### src/rtl/agu_pkg.sv
package agu_pkg;

   typedef enum logic [1:0] {
      WK_ADDR = 2'd0,
      WK_OFS  = 2'd1,
      WK_MOD  = 2'd2,
      WK_NONE = 2'd3
   } wr_kind_e;

endpackage

### src/rtl/agu_ptr_file.sv
module agu_ptr_file
   import agu_pkg::*;
#(
   parameter int DW    = 16,
   parameter int DEPTH = 4,
   localparam int IW   = $clog2(DEPTH)
) (
   input  logic          clk,
   input  logic          rst_n,
   input  logic          upd_en,
   input  logic [IW-1:0] upd_idx,
   input  logic          upd_pre,
   input  logic [DW-1:0] upd_new,
   input  logic          wr_en,
   input  logic [1:0]    wr_kind,
   input  logic [IW-1:0] wr_idx,
   input  logic [DW-1:0] wr_data,
   output logic [DW-1:0] rd_addr,
   output logic [DW-1:0] rd_ofs,
   output logic [DW-1:0] rd_mod,
   output logic [DW-1:0] ea
);

   generate
      if (DEPTH < 2 || (1 << IW) != DEPTH) begin : g_bad_depth
         $error("agu_ptr_file: DEPTH must be a power of two, at least 2");
      end
   endgenerate

   logic [DW-1:0] r_q [DEPTH];
   logic [DW-1:0] n_q [DEPTH];
   logic [DW-1:0] m_q [DEPTH];

   logic wr_addr_k, wr_ofs_k, wr_mod_k;
   assign wr_addr_k = wr_en && (wr_kind == WK_ADDR);
   assign wr_ofs_k  = wr_en && (wr_kind == WK_OFS);
   assign wr_mod_k  = wr_en && (wr_kind == WK_MOD);

   // pointer and offset storage: deliberately unreset
   always_ff @(posedge clk) begin
      for (int i = 0; i < DEPTH; i++) begin
         if (upd_en && upd_idx == IW'(i))
            r_q[i] <= upd_new;
         else if (wr_addr_k && wr_idx == IW'(i))
            r_q[i] <= wr_data;
         if (wr_ofs_k && wr_idx == IW'(i))
            n_q[i] <= wr_data;
      end
   end

   // modifier storage resets to linear mode
   always_ff @(posedge clk or negedge rst_n) begin
      if (!rst_n) begin
         for (int i = 0; i < DEPTH; i++) m_q[i] <= '1;
      end else begin
         for (int i = 0; i < DEPTH; i++)
            if (wr_mod_k && wr_idx == IW'(i)) m_q[i] <= wr_data;
      end
   end

   assign rd_addr = r_q[upd_idx];
   assign rd_ofs  = n_q[upd_idx];
   assign rd_mod  = m_q[upd_idx];
   assign ea      = (upd_en && upd_pre) ? upd_new : r_q[upd_idx];

   assert_mod_reset_R1: assert property (@(posedge clk) disable iff (!rst_n)
      $rose(rst_n) |-> (m_q[upd_idx] == {DW{1'b1}}));

   assert_wr_ofs_R2: assert property (@(posedge clk) disable iff (!rst_n)
      wr_ofs_k |=> (n_q[$past(wr_idx)] == $past(wr_data)));

   assert_upd_wb_R4: assert property (@(posedge clk) disable iff (!rst_n)
      upd_en |=> (r_q[$past(upd_idx)] == $past(upd_new)));

   assert_upd_wins_R8: assert property (@(posedge clk) disable iff (!rst_n)
      (upd_en && wr_addr_k && wr_idx == upd_idx)
      |=> (r_q[$past(upd_idx)] == $past(upd_new)));

   assert_idle_hold_R10: assert property (@(posedge clk) disable iff (!rst_n)
      (!upd_en && !(wr_addr_k && wr_idx == upd_idx))
      |=> (r_q[$past(upd_idx)] === $past(r_q[upd_idx])));

endmodule

### src/rtl/agu_bus_route.sv
module agu_bus_route #(
   parameter int DW    = 16,
   parameter int NFILE = 2,
   parameter int NBUS  = 3,
   localparam int SW   = $clog2(NFILE)
) (
   input  logic [NFILE-1:0][DW-1:0] ea,
   input  logic [NBUS-1:0][SW-1:0]  src,
   output logic [NBUS-1:0][DW-1:0]  bus
);

   generate
      for (genvar k = 0; k < NBUS; k++) begin : g_bus
         if (NFILE == 2) begin : g_pair
            assign bus[k] = src[k][0] ? ea[1] : ea[0];
         end else begin : g_wide
            always_comb begin
               bus[k] = '0;
               for (int f = 0; f < NFILE; f++)
                  if (src[k] == SW'(f)) bus[k] = ea[f];
            end
         end
      end
   endgenerate

endmodule

### src/rtl/agu_ptr_bank.sv
module agu_ptr_bank
   import agu_pkg::*;
#(
   parameter int DW    = 16,
   parameter int NPTR  = 8,
   parameter int NFILE = 2,
   parameter int NBUS  = 3
) (
   input  logic                                        clk,
   input  logic                                        rst_n,
   input  logic [NFILE-1:0]                            upd_en,
   input  logic [NFILE-1:0][$clog2(NPTR/NFILE)-1:0]    upd_idx,
   input  logic [NFILE-1:0]                            upd_pre,
   input  logic [NFILE-1:0][DW-1:0]                    upd_new,
   output logic [NFILE-1:0][DW-1:0]                    sel_addr,
   output logic [NFILE-1:0][DW-1:0]                    sel_ofs,
   output logic [NFILE-1:0][DW-1:0]                    sel_mod,
   input  logic                                        wr_en,
   input  logic [1:0]                                  wr_kind,
   input  logic [$clog2(NPTR)-1:0]                     wr_idx,
   input  logic [DW-1:0]                               wr_data,
   input  logic [NBUS-1:0][$clog2(NFILE)-1:0]          bus_src,
   output logic [NBUS-1:0][DW-1:0]                     bus_addr
);

   localparam int PER_FILE = NPTR / NFILE;
   localparam int IW       = $clog2(PER_FILE);
   localparam int GW       = $clog2(NPTR);

   generate
      if (NFILE < 2 || (1 << $clog2(NFILE)) != NFILE) begin : g_bad_nfile
         $error("agu_ptr_bank: NFILE must be a power of two, at least 2");
      end
      if (NPTR % NFILE != 0 || PER_FILE < 2) begin : g_bad_nptr
         $error("agu_ptr_bank: NPTR must split into files of two or more");
      end
      if (NBUS < 1) begin : g_bad_nbus
         $error("agu_ptr_bank: NBUS must be at least 1");
      end
   endgenerate

   logic [NFILE-1:0][DW-1:0] ea;
   logic [IW-1:0]            wr_local;
   logic [GW-IW-1:0]         wr_file;

   assign wr_local = wr_idx[IW-1:0];
   assign wr_file  = wr_idx[GW-1:IW];

   generate
      for (genvar f = 0; f < NFILE; f++) begin : g_file
         logic wr_here;
         assign wr_here = wr_en && (wr_file == (GW-IW)'(f));

         agu_ptr_file #(
            .DW    (DW),
            .DEPTH (PER_FILE)
         ) u_file (
            .clk     (clk),
            .rst_n   (rst_n),
            .upd_en  (upd_en[f]),
            .upd_idx (upd_idx[f]),
            .upd_pre (upd_pre[f]),
            .upd_new (upd_new[f]),
            .wr_en   (wr_here),
            .wr_kind (wr_kind),
            .wr_idx  (wr_local),
            .wr_data (wr_data),
            .rd_addr (sel_addr[f]),
            .rd_ofs  (sel_ofs[f]),
            .rd_mod  (sel_mod[f]),
            .ea      (ea[f])
         );
      end
   endgenerate

   agu_bus_route #(
      .DW    (DW),
      .NFILE (NFILE),
      .NBUS  (NBUS)
   ) u_route (
      .ea  (ea),
      .src (bus_src),
      .bus (bus_addr)
   );

   generate
      for (genvar k = 0; k < NBUS; k++) begin : g_bus_chk
         for (genvar f = 0; f < NFILE; f++) begin : g_src
            assert_post_bus_R5: assert property (@(posedge clk) disable iff (!rst_n)
               (bus_src[k] == f && upd_en[f] && !upd_pre[f])
               |-> (bus_addr[k] == sel_addr[f]));
            assert_pre_bus_R6: assert property (@(posedge clk) disable iff (!rst_n)
               (bus_src[k] == f && upd_en[f] && upd_pre[f])
               |-> (bus_addr[k] == upd_new[f]));
         end
      end
   endgenerate

endmodule

### config.mk
export PLATFORM = sky130hd
export DESIGN_NAME = agu_ptr_bank
export DESIGN_NICKNAME = d
export VERILOG_FILES = /design/src/rtl/agu_pkg.sv /design/src/rtl/agu_ptr_file.sv /design/src/rtl/agu_bus_route.sv /design/src/rtl/agu_ptr_bank.sv
export SDC_FILE = /design/constraint.sdc
export NUM_CORES = 1
export LEC_CHECK = 0
export CAP_MARGIN = 20
export CORE_MARGIN = 3
export CORE_UTILIZATION = 50
export DETAILED_ROUTE_END_ITERATION = 16
export HOLD_SLACK_MARGIN = 0.15
export PLACE_DENSITY = 0.73
export RECOVER_POWER = 100
export SYNTH_ARGS = -nofsm -noshare
export SYNTH_HDL_FRONTEND = slang
export SYNTH_HIERARCHICAL = 1
export SYNTH_SLANG_ARGS = --single-unit
### constraint.sdc
create_clock -name clk -period 3.3 [get_ports clk]
set_input_delay 0.33 -clock clk [delete_from_list [all_inputs] [get_ports clk]]
set_output_delay 0.33 -clock clk [all_outputs]
set_load 0.02 [all_outputs]
==> key figures <==
Run status
  • Status: complete, but fails checks
  • Failing checks: max-capacitance violations, max-slew violations

Clock tree
  • Setup bufs post-CTS: 0
  • Post-CTS Hold Fix Bufs: 0
  • Clk sink count: 384
  • Root buffer cell: clkbuf_16
  • CTS resizes: 0
  • Max Buffers Root-to-Sink: 3
  • CTS tree: yes
  • Clk_lat worst skew: 510 ps
  • Reg clk slew, reported paths: 60 ps
  • Htree depth: 2
  • CTS buffer count: 40

Worst setup path
  • Reg-to-reg slack, setup: 2560 ps
  • Slowest stage cell, crit path: dlygate4sd3_1
  • Critical Path RT: 2970 ps
  • Crit-path max cell delay: 680 ps
  • Worst path arrival time: 2780 ps
  • Crit path max fanout: 16
  • Critical Path End Type: output port
  • Setup CP Type: input port to output port
  • Type of origin of the critical path: input port
  • Buf/Inv on CP: 3
  • CP most frequent cell: dlygate4sd3_1
  • CP Cell Sequence: dlygate4sd3_1 > and2_1 > buf_4 > mux2_2 > mux2_4 > dlygate4sd3_1
  • Critical path's top delay family: buffers and inverters

STA
  • Achievable Freq: 321.9 MHz
  • Final TNS setup: 0 ps
  • Final min period: 3107 ps
  • Skew final: 0 ps
  • Worst Tran Pin Value: 1606 ps
  • Setup ws final: 193.2 ps
  • Period Utilization, post-route: 94.15%
  • # setup viols final: 0
  • Setup repair after global routing missed its margin: no
  • Fin. max-slew vios: 69
  • Number of hold violations in the final report: 0
  • Max-slew headroom: -7.081%

Logic synthesis
  • Synth Flop Type: edfxtp_1
  • Yosys cell types: 34
  • Syn Nets: 1,006
  • Cell count after synthesis: 939
  • Avg Cell Area, Syn: 19.13 um2
  • Yosys reg bits: 384
  • Post-synthesis sequential area ratio: 61.53%
  • Synthesized area: 17,960 um2
  • Synth warn: 6
  • Number of enable flip-flop cells after synthesis: 256
  • Post-synth ARST share: 33.33%

Place
  • Place WS: 339.0 ps
  • Dpl hpwl: 27,490 um
  • Number of buffers added on ports: 210
  • Post-DP Area: 20,600 um2
  • Final Wtd Congestion: 0.9058

Layout
  • Post-layout util: 62.07%
  • Commonest non-fill, non-tap cell in the layout: mux2_2
  • Area grow syn2layout: 20.86%
  • Finished Cell Area: 21,700 um2
  • Nets: 1,254
  • ANT cells: 0
  • Fraction of layout cells with a size suffix above 1: 51.97%
  • Most frequent cells in the layout: 295 x mux2_2, 256 x edfxtp_1, 128 x dfstp_2

GRT
  • Overflow left after global routing: 0
  • First-pass GRT wire length: 65,100 um
  • Initial antenna violation count: 1
  • Vias in the first global route: 10,215
  • GRT Util Overall: 22.46%
  • Largest net degree at the start of global routing: 69

Floorplanning
  • I/O pin cnt: 211
  • Initial cell density of the core: 51.36%
  • # rows: 68
  • Chip Height: 195.5 um
  • Die Area: 38,230 um2
  • Core area: 34,970 um2
  • Die X: 195.5 um

Pwr
  • Peak supply drop: 0.5945 mV
  • Logic gate share of total power: 17.0%
  • P_leak: 7.608 nW
  • P_int: 9.601 mW
  • Sequential share of power: 47.6%
  • Switching pwr: 2.940 mW
  • Clock network power share: 35.4%
  • Switching share of power: 23.44%
  • Pwr dens: 577.8 nW/um2

Routing
  • Routed Antenna Nets: 0
  • Wire length per cell: 25.92 um
  • DRC errors left: 0
  • Drt total wl: 43,310 um
  • First drt pass iteration count: 4
  • DRT iter0 DRCs: 606
  • Vias per cell: 5.819
  • Via count: 9,724

Hold path
  • Hold Path Class: flip-flop to flip-flop

Flow run
  • Max Cap Violations: 1
state kept, by name (all words and copies together), names as in the netlist:
name / flops
g_file.u_file/r_q: 128
g_file.u_file/n_q: 128
g_file.u_file/m_q: 128
path summary, 6_finish.rpt:
check | startpoint | to | cells past startpoint
max in group asynchronous | rst_n | g_file[1].u_file/m_q[61] | 2
worst max register to register | g_file[0].u_file/m_q[25] | g_file[0].u_file/m_q[25] | 1
worst min-delay path | g_file[0].u_file/m_q[60] | g_file[0].u_file/m_q[60] | 1
worst min register to register | g_file[0].u_file/m_q[60] | g_file[0].u_file/m_q[60] | 1
worst max-delay path | upd_en[0] | bus_addr[6] | 6
min in group asynchronous | rst_n | g_file[0].u_file/m_q[26] | 1
logic make-up (layout without fill, tap and decap cells):
kind of cell / count (synthesis) / count (layout) / synth area share (%)
simple gates: 68 / 68 / 2.397
mux: 432 / 432 / 33.94
flops: 384 / 384 / 61.53
buf+inv: 54 / 331 / 2.083
compound gates: 1 / 1 / 0.04182
per-stage QoR:
stage | total power, mW | std cells | hold WS, ps
finish | 12.54 | 1671 | 615.0
CTS | 12.75 | 1666 | 347.7
global placement | 8.244 | 1595 | 604.5
detailed placement | 8.289 | 1595 | 608.1
floorplan | 7.304 | 939 | 182.2
global route | 13.05 | 1671 | 622.9
synthesized netlist by cell type, types with 2 or more instances:
cell	number	area share, %
nor2_1	11	0.23
and2_1	2	0.070
buf_1	6	0.13
nor2_2	3	0.10
buf_6	8	0.50
edfxtp_1	256	43
nand3b_1	8	0.33
nor2b_1	2	0.070
and3b_1	3	0.15
nand2b_1	4	0.14
buf_2	19	0.53
mux4_2	96	12
mux2_4	40	3.3
clkbuf_1	7	0.15
nand3_1	6	0.17
dfstp_2	128	19
buf_4	10	0.42
buf_12	3	0.33
nand3_2	4	0.22
nand2_1	14	0.29
mux2_2	296	19
routing by layer:
metal  global-route usage [%]  vias up  wire length (um)
met5                        0        -                 7
met4                    5.836        2              1012
met3                    4.434       55              2682
met2                    36.20      292             21000
met1                    31.74     5130             18610
li1                         -     4245                 -
power groups by stage:
| stage | clock network [mW] | logic [mW] | registers [mW] |
|---|---|---|---|
| after floorplan | 0 | 1.31 | 5.99 |
| after detailed placement | 0 | 2.23 | 6.06 |
| final | 4.43 | 2.14 | 5.97 |
| after global routing | 4.76 | 2.27 | 6.02 |
| after global placement | 0 | 2.21 | 6.04 |
| after CTS | 4.54 | 2.24 | 5.97 |
area by class of cell:
cell class / instances / area, um2
Tap cell: 455 / 569.3
Clock inverter: 16 / 202.7
Clock buffer: 55 / 1089
Timing Repair Buffer: 260 / 2311
Fill cell: 2599 / 13260
Sequential cell: 384 / 11050
Multi-Input combinational cell: 501 / 6482
Power figures use the tool's default switching activity.
